### config.mk
export PLATFORM = sky130hd
export DESIGN_NAME = uart_bit_timing
export DESIGN_NICKNAME = d
export VERILOG_FILES = /design/src/rtl/ubg_pkg.sv /design/src/rtl/ubg_regs.sv /design/src/rtl/ubg_bit_timer.sv /design/src/rtl/ubg_rx_align.sv /design/src/rtl/uart_bit_timing.sv
export SDC_FILE = /design/constraint.sdc
export NUM_CORES = 1
export LEC_CHECK = 0
export ABC_AREA = 1
export BUFFER_PORTS_ARGS = -buffer_cell sky130_fd_sc_hd__buf_2
export CAP_MARGIN = 10
export CELL_PAD_IN_SITES_DETAIL_PLACEMENT = 1
export CELL_PAD_IN_SITES_GLOBAL_PLACEMENT = 2
export CORE_AREA = 2 2 138 140
export CTS_BUF_LIST = sky130_fd_sc_hd__clkbuf_16
export CTS_CLUSTER_DIAMETER = 150
export DETAILED_ROUTE_END_ITERATION = 10
export DIE_AREA = 0 0 140 142
export HOLD_SLACK_MARGIN = 0.1
export PLACE_DENSITY_LB_ADDON = 0.1
export SLEW_MARGIN = 10
export SYNTH_ARGS = -nofsm -noshare
export SYNTH_HDL_FRONTEND = slang
export SYNTH_SLANG_ARGS = --single-unit
### constraint.sdc
create_clock -name clk -period 6.1 [get_ports clk]
set_input_delay 1.22 -clock clk [delete_from_list [all_inputs] [get_ports clk]]
set_output_delay 1.22 -clock clk [all_outputs]
set_load 0.005 [all_outputs]
### src/rtl/ubg_pkg.sv
package ubg_pkg;
  localparam int REG_W = 8;

  localparam logic [3:0] IDX_DIV_LO = 4'd0;
  localparam logic [3:0] IDX_DIV_HI = 4'd1;
  localparam logic [3:0] IDX_LINE   = 4'd3;
  localparam logic [3:0] IDX_MODE   = 4'd9;
  localparam logic [3:0] IDX_SCOUNT = 4'd10;
  localparam logic [3:0] IDX_SPOINT = 4'd11;
  localparam logic [3:0] IDX_RFIX   = 4'd13;

  typedef enum logic [1:0] {
    HS_X16     = 2'd0,
    HS_X16_ALT = 2'd1,
    HS_X4      = 2'd2,
    HS_PROG    = 2'd3
  } hs_mode_e;

  // index of the last sub-tick in one bit
  function automatic logic [REG_W-1:0] last_sub(hs_mode_e m, logic [REG_W-1:0] cnt);
    case (m)
      HS_X4:   last_sub = 8'd3;
      HS_PROG: last_sub = cnt;
      default: last_sub = 8'd15;
    endcase
  endfunction

  // sub-tick on which the receiver samples
  function automatic logic [REG_W-1:0] mid_sub(hs_mode_e m, logic [REG_W-1:0] pt);
    case (m)
      HS_X4:   mid_sub = 8'd2;
      HS_PROG: mid_sub = pt;
      default: mid_sub = 8'd8;
    endcase
  endfunction
endpackage

### src/rtl/ubg_regs.sv
module ubg_regs
  import ubg_pkg::*;
#(
  parameter int ADDR_W = 6,
  parameter int DIV_W  = 16
) (
  input  logic              clk,
  input  logic              rst_n,
  input  logic              wr_en,
  input  logic [ADDR_W-1:0] addr,
  input  logic [REG_W-1:0]  wdata,
  output logic [REG_W-1:0]  rdata,
  input  logic              bit_end,
  output logic [DIV_W-1:0]  act_div,
  output hs_mode_e          act_mode,
  output logic [REG_W-1:0]  act_cnt,
  output logic [REG_W-1:0]  act_pt
);
  localparam int IDX_W = ADDR_W - 2;

  logic [IDX_W-1:0] idx;
  logic             lane_ok;
  logic [REG_W-1:0] dlo_q, dlo_d, dhi_q, dhi_d, cnt_q, cnt_d, pt_q, pt_d;
  logic             dlab_q, dlab_d, rfix_q, rfix_d;
  hs_mode_e         mode_q, mode_d;
  logic [DIV_W-1:0] adiv_q, adiv_d;
  hs_mode_e         amode_q, amode_d;
  logic [REG_W-1:0] acnt_q, acnt_d, apt_q, apt_d;
  logic             load_cfg;

  assign idx     = addr[ADDR_W-1:2];
  assign lane_ok = (addr[1:0] == 2'b00);

  always_comb begin
    dlo_d = dlo_q; dhi_d = dhi_q; cnt_d = cnt_q; pt_d = pt_q;
    dlab_d = dlab_q; rfix_d = rfix_q; mode_d = mode_q;
    if (wr_en && lane_ok) begin
      case (idx)
        IDX_W'(IDX_DIV_LO): if (dlab_q) dlo_d = wdata;
        IDX_W'(IDX_DIV_HI): if (dlab_q) dhi_d = wdata;
        IDX_W'(IDX_LINE):   dlab_d = wdata[7];
        IDX_W'(IDX_MODE):   mode_d = hs_mode_e'(wdata[1:0]);
        IDX_W'(IDX_SCOUNT): cnt_d  = wdata;
        IDX_W'(IDX_SPOINT): pt_d   = wdata;
        IDX_W'(IDX_RFIX):   rfix_d = wdata[0];
        default: ;
      endcase
    end
  end

  always_comb begin
    rdata = '0;
    if (lane_ok) begin
      case (idx)
        IDX_W'(IDX_DIV_LO): rdata = dlab_q ? dlo_q : '0;
        IDX_W'(IDX_DIV_HI): rdata = dlab_q ? dhi_q : '0;
        IDX_W'(IDX_LINE):   rdata = {dlab_q, 7'b0};
        IDX_W'(IDX_MODE):   rdata = {6'b0, mode_q};
        IDX_W'(IDX_SCOUNT): rdata = cnt_q;
        IDX_W'(IDX_SPOINT): rdata = pt_q;
        IDX_W'(IDX_RFIX):   rdata = {7'b0, rfix_q};
        default:            rdata = '0;
      endcase
    end
  end

  // working configuration: copied at a bit boundary or while stopped
  assign load_cfg = bit_end || (adiv_q == '0);

  always_comb begin
    adiv_d = adiv_q; amode_d = amode_q; acnt_d = acnt_q; apt_d = apt_q;
    if (load_cfg) begin
      adiv_d  = DIV_W'({dhi_q, dlo_q});
      amode_d = mode_q;
      acnt_d  = cnt_q;
      apt_d   = pt_q;
    end
  end

  always_ff @(posedge clk or negedge rst_n) begin
    if (!rst_n) begin
      dlo_q <= '0; dhi_q <= '0; cnt_q <= 8'h00; pt_q <= 8'hff;
      dlab_q <= 1'b0; rfix_q <= 1'b0; mode_q <= HS_X16;
      adiv_q <= '0; amode_q <= HS_X16; acnt_q <= 8'h00; apt_q <= 8'hff;
    end else begin
      dlo_q <= dlo_d; dhi_q <= dhi_d; cnt_q <= cnt_d; pt_q <= pt_d;
      dlab_q <= dlab_d; rfix_q <= rfix_d; mode_q <= mode_d;
      adiv_q <= adiv_d; amode_q <= amode_d; acnt_q <= acnt_d; apt_q <= apt_d;
    end
  end

  assign act_div  = adiv_q;
  assign act_mode = amode_q;
  assign act_cnt  = acnt_q;
  assign act_pt   = apt_q;

  AST_CFG_HOLD: assert property (@(posedge clk) disable iff (!rst_n)
    (!bit_end && adiv_q != '0) |=> $stable(adiv_q) && $stable(amode_q)) else $error("cfg changed mid-bit");
endmodule

### src/rtl/ubg_bit_timer.sv
module ubg_bit_timer #(
  parameter int DIV_W = 16,
  parameter int CNT_W = 8
) (
  input  logic             clk,
  input  logic             rst_n,
  input  logic             restart,
  input  logic [DIV_W-1:0] div,
  input  logic [CNT_W-1:0] last,
  input  logic [CNT_W-1:0] match_idx,
  output logic             bit_end,
  output logic             hit
);
  logic [DIV_W-1:0] pc_q, pc_d;
  logic [CNT_W-1:0] sc_q, sc_d;
  logic             stop, sub_en;

  always_comb begin
    stop    = (div == '0);
    sub_en  = !stop && (pc_q >= div - 1'b1);
    bit_end = sub_en && (sc_q >= last);
    hit     = sub_en && (sc_q == match_idx);
    pc_d    = pc_q;
    sc_d    = sc_q;
    if (stop || restart) begin
      pc_d = '0;
      sc_d = '0;
    end else if (sub_en) begin
      pc_d = '0;
      sc_d = bit_end ? '0 : sc_q + 1'b1;
    end else begin
      pc_d = pc_q + 1'b1;
    end
  end

  always_ff @(posedge clk or negedge rst_n) begin
    if (!rst_n) begin
      pc_q <= '0;
      sc_q <= '0;
    end else begin
      pc_q <= pc_d;
      sc_q <= sc_d;
    end
  end

  AST_WRAP_CLEARS: assert property (@(posedge clk) disable iff (!rst_n)
    bit_end |=> (sc_q == '0) && (pc_q == '0)) else $error("bit end did not wrap");
endmodule

### src/rtl/ubg_rx_align.sv
module ubg_rx_align #(
  parameter int FRAME_BITS  = 10,
  parameter int SYNC_STAGES = 2
) (
  input  logic clk,
  input  logic rst_n,
  input  logic rx_in,
  input  logic rx_bit_end,
  output logic start,
  output logic busy
);
  localparam int FB_W = $clog2(FRAME_BITS + 1);

  logic [SYNC_STAGES-1:0] sync_q;
  logic                   prev_q;
  logic                   busy_q, busy_d;
  logic [FB_W-1:0]        nb_q, nb_d;
  logic                   fall;

  assign fall  = prev_q && !sync_q[SYNC_STAGES-1];
  assign start = fall && !busy_q;

  always_comb begin
    busy_d = busy_q;
    nb_d   = nb_q;
    if (start) begin
      busy_d = 1'b1;
      nb_d   = '0;
    end else if (busy_q && rx_bit_end) begin
      if (nb_q == FB_W'(FRAME_BITS - 1)) begin
        busy_d = 1'b0;
        nb_d   = '0;
      end else begin
        nb_d = nb_q + 1'b1;
      end
    end
  end

  always_ff @(posedge clk or negedge rst_n) begin
    if (!rst_n) begin
      sync_q <= '1;
      prev_q <= 1'b1;
      busy_q <= 1'b0;
      nb_q   <= '0;
    end else begin
      sync_q <= {sync_q[SYNC_STAGES-2:0], rx_in};
      prev_q <= sync_q[SYNC_STAGES-1];
      busy_q <= busy_d;
      nb_q   <= nb_d;
    end
  end

  assign busy = busy_q;

  AST_START_SETS_BUSY: assert property (@(posedge clk) disable iff (!rst_n)
    start |=> busy_q && (nb_q == '0)) else $error("start edge lost");
  AST_BUSY_HOLD: assert property (@(posedge clk) disable iff (!rst_n)
    (busy_q && !rx_bit_end) |=> busy_q) else $error("frame window dropped early");
endmodule

### src/rtl/uart_bit_timing.sv
module uart_bit_timing
  import ubg_pkg::*;
#(
  parameter int ADDR_W     = 6,
  parameter int DIV_W      = 16,
  parameter int FRAME_BITS = 10
) (
  input  logic              clk,
  input  logic              rst_n,
  input  logic              wr_en,
  input  logic [ADDR_W-1:0] addr,
  input  logic [7:0]        wdata,
  output logic [7:0]        rdata,
  input  logic              rx_in,
  output logic              tx_tick,
  output logic              rx_sample
);
  logic [1:0]       rst_pipe_q;
  logic             rst_int_n;
  logic [DIV_W-1:0] act_div;
  hs_mode_e         act_mode;
  logic [REG_W-1:0] act_cnt, act_pt, last_idx, samp_idx;
  logic             tx_end, tx_first, rx_end, rx_hit, rx_start, rx_busy;

  // asynchronous assert, synchronous release
  always_ff @(posedge clk or negedge rst_n) begin
    if (!rst_n) rst_pipe_q <= 2'b00;
    else        rst_pipe_q <= {rst_pipe_q[0], 1'b1};
  end
  assign rst_int_n = rst_pipe_q[1];

  ubg_regs #(.ADDR_W(ADDR_W), .DIV_W(DIV_W)) u_regs (
    .clk(clk), .rst_n(rst_int_n), .wr_en(wr_en), .addr(addr), .wdata(wdata),
    .rdata(rdata), .bit_end(tx_end), .act_div(act_div), .act_mode(act_mode),
    .act_cnt(act_cnt), .act_pt(act_pt)
  );

  assign last_idx = last_sub(act_mode, act_cnt);
  assign samp_idx = mid_sub(act_mode, act_pt);

  ubg_bit_timer #(.DIV_W(DIV_W), .CNT_W(REG_W)) u_tx_timer (
    .clk(clk), .rst_n(rst_int_n), .restart(1'b0), .div(act_div),
    .last(last_idx), .match_idx('0), .bit_end(tx_end), .hit(tx_first)
  );

  ubg_bit_timer #(.DIV_W(DIV_W), .CNT_W(REG_W)) u_rx_timer (
    .clk(clk), .rst_n(rst_int_n), .restart(rx_start), .div(act_div),
    .last(last_idx), .match_idx(samp_idx), .bit_end(rx_end), .hit(rx_hit)
  );

  ubg_rx_align #(.FRAME_BITS(FRAME_BITS), .SYNC_STAGES(2)) u_rx_align (
    .clk(clk), .rst_n(rst_int_n), .rx_in(rx_in), .rx_bit_end(rx_end),
    .start(rx_start), .busy(rx_busy)
  );

  assign tx_tick   = tx_end;
  assign rx_sample = rx_hit && rx_busy;

  AST_NO_TICK_DIV0: assert property (@(posedge clk) disable iff (!rst_int_n)
    (act_div == '0) |-> (!tx_tick && !rx_sample)) else $error("tick with zero divisor");
  AST_TX_FIRST_SUB: assert property (@(posedge clk) disable iff (!rst_int_n)
    (tx_first && last_idx != '0) |-> !tx_tick) else $error("bit ended on first sub-tick");
endmodule

==> flow_summary.ini <==
[pwr]
vdd_drop_max_mv = 0.1980
leakage_nw = 4.305
power.density_mw_per_mm2 = 262.6

[die]
core.rowCount = 50
coreArea_mm2 = 0.01846
ios = 28
die_w_um = 140
start_util_pct = 40.15
dieArea_mm2 = 0.01988
die_h_um = 142

[cells_and_area]
syn2layout_area_growth_pct = 12.55
layout_commonest_cell = nand2_1
final_cells = 1184
layout.cells.most_common_list = nand2_1 (229), inv_1 (113), dfrtp_1 (108)
drive_gt1_share_pct = 11.26
diodes = 0
final_area_mm2 = 0.008339
final_core_util_pct = 45.19
layout.nets = 1007

[synth]
synth.cell_area_mm2 = 0.007410
yosys.area_share.simple_pct = 26.36
ys_ff_latch = 128
synthArstFlopShare_pct = 100.0
synth_top_family_by_area = simple AND/OR/NAND/NOR gates
synth_compound_area_share_pct = 9.811
yosys_warnings = 0
seq_area_frac_synth_pct = 43.55
synth_area_leaders = dfrtp_1 (37%), nand2_1 (12%), ha_1 (8.8%)
avgSynthCellArea_um2 = 8.169
synth_xor_xnor_area_share_pct = 4.255
synthDominantCellAreaShare_pct = 36.81
synth_largest_area_cell = dfrtp_1
synth_cells = 907
synth.distinct_cells = 47
ys.flop_type = dfrtp_1
synth_nets = 977
synth_edf_count = 0
synth.area.mux_share_pct = 0
synth_adder_area_share_pct = 8.781

[timing]
final-hold-violation-count = 0
worst_slew_pin_slew_ns = 1.041
min_period_over_period_pct = 81.11
fmax_mhz = 202.1
layout_setup_ws_ns = 1.153
setup-tns-final_ns = 0
setup_violations = 0
rsz0062_at_grt = no
slew_viol_final = 0
skew_ns = 0.01503
slew_headroom_pct = 30.06
finalCriticalPeriod_ns = 4.947

[placed_design]
post-dp-hpwl_um = 15420
dpl.cell_count = 1152
dpl_worst_slack_ns = 1.609
finalWeightedCongestion = 0.8251
port_buffers = 27
placed_area_mm2 = 0.007762

[global_route]
grt_pass1_wl_um = 33530
grtUsageTotal_pct = 21.50
grt_pass1_vias = 6477
antenna_found_initial = 0
grt_overflow = 0
grt_max_degree = 77

[clock_tree]
cts_sinks = 128
cts-root-buf = clkbuf_16
postCtsSetupBuffers = 0
cts_max_path_buffers = 2
cts-buffers-inserted = 17
htreeDepth = 4
cts.repair.resized = 0
tritoncts = done
postCtsHoldBufs = 0
worstSkewPairLatency_ns = 0.44
clk_pin_slew_worst_paths_ns = 0.06

[critical_path]
worstSetupPathType = reg2out
timing.rr.start = u_regs.act_div[0]
crit_fanout = 36
endpoint_kind = primary output
arrival_ns = 3.73
worstSetupStartpointType = flip-flop
critPathRequiredTime_ns = 4.88
crit_start = u_regs.act_div[0]

[drt]
ant_nets = 0
vias = 6173
avgViaCountPerCell = 5.214
first_iter_violations = 268
drt_wl_total_um = 20260
drc = 0
drtPass1Iterations = 4
wire_per_inst_um = 17.11

[worst_hold_path]
hold_start = u_rx_align.sync_q[0]
hold_path.class = reg2reg

[run]
drv_cap = 0

[outcome]
status = finished clean
-- critical path, stage by stage (launching register included) --
cell,delay (ns)
dfrtp_1,0.38
inv_1,0.16
ha_1,0.28
nand2_4,0.10
nor2_8,0.14
nand3_1,0.10
or2_2,0.29
nor2_1,0.12
xor2_1,0.11
ha_1,0.29
nand2_1,0.06
nor2_1,0.23
nand4_1,0.12
nor2_1,0.10
nand2_1,0.12
nand2_4,0.15
nand3_4,0.08
buf_4,0.25
inv_1,0.08
buf_2,0.10
-- final timing paths --
path,cells past startpoint,to,slack [ns]
setup / recovery,19,tx_tick,1.15
hold / removal,0,u_rx_align.sync_q[1],0.36
setup reg to reg,19,u_rx_timer.pc_q[10],2.23
hold reg to reg,0,u_rx_align.sync_q[1],0.36
max in group asynchronous,1,u_regs.act_cnt[0],4.18
min in group asynchronous,0,u_regs.dhi_q[1],0.40
-- sequential cells by signal, summed over array words and instances (netlist names) --
| name | count |
|---|---|
| rst_pipe_q | 2 |
| u_regs.act_cnt | 8 |
| u_regs.act_div | 16 |
| u_regs.act_mode | 2 |
| u_regs.act_pt | 8 |
| u_regs.cnt_q | 8 |
| u_regs.dhi_q | 8 |
| u_regs.dlab_q | 1 |
| u_regs.dlo_q | 8 |
| u_regs.mode_q | 2 |
| u_regs.pt_q | 8 |
| u_regs.rfix_q | 1 |
| u_rx_align.busy | 1 |
| u_rx_align.nb_q | 4 |
| u_rx_align.prev_q | 1 |
| u_rx_align.sync_q | 2 |
| u_rx_timer.pc_q | 16 |
| u_rx_timer.sc_q | 8 |
| u_tx_timer.pc_q | 16 |
| u_tx_timer.sc_q | 8 |
-- cell families (layout without fill, tap and decap cells) --
group | count (synthesis) | in the layout
simple gates | 433 | 433
buf+inv | 134 | 177
flops | 128 | 128
compound gates | 123 | 123
fa+ha+maj | 52 | 52
xor+xnor | 36 | 36
other cells | 1 | 1
-- layout make-up --
type	instances	area, µm²
Inverter	115	431.7
Multi-Input combinational cell	645	3650
Sequential cell	128	3231
Clock inverter	15	151.4
Tap cell	234	292.8
Clock buffer	17	425.4
Fill cell	2232	10120
Timing Repair Buffer	30	157.7
-- report_power, final --
group          internal [mW]  total [mW]  switching, mW  leakage (nW)
clock network          0.573        1.01          0.435         0.278
logic                 0.0726       0.193          0.121          2.49
registers              0.918       0.988         0.0707          1.54
total                   1.56        2.19          0.626          4.31
-- routing by layer --
| layer | global-route usage, % | vias to the layer above | wire [µm] | share of wire (%) |
|---|---|---|---|---|
| met5 | 0 | - | 0 | 0 |
| met4 | 7.815 | 0 | 459 | 2.3 |
| met2 | 36.69 | 72 | 9737 | 48 |
| met1 | 27.97 | 3026 | 9572 | 47 |
| li1 | - | 3046 | - | - |
| met3 | 3.197 | 29 | 488 | 2.4 |
-- Yosys cell counts, types with 7 or more instances --
master and n:
o21ai_0 53, xnor2_1 7, nand2_1 229, a221oi_1 7, nand3_1 62, ha_1 52, clkbuf_1 9, nor3_1 17
dfrtp_1 109, a22o_1 7, nand4_1 18, o22ai_1 9, inv_1 112, xor2_1 29, a21oi_1 33, nor2_1 71
nor4_1 8, dfstp_2 19
-- per-stage QoR --
step / total power, mW / hold slack [ns]
after global routing: 2.295 / 0.3674
after detailed placement: 1.202 / 0.3577
after floorplan: 1.121 / 0.3312
final: 2.190 / 0.3644
after CTS: 2.221 / 0.3668
after global placement: 1.185 / 0.3421
(Power assumes the default switching activity.)
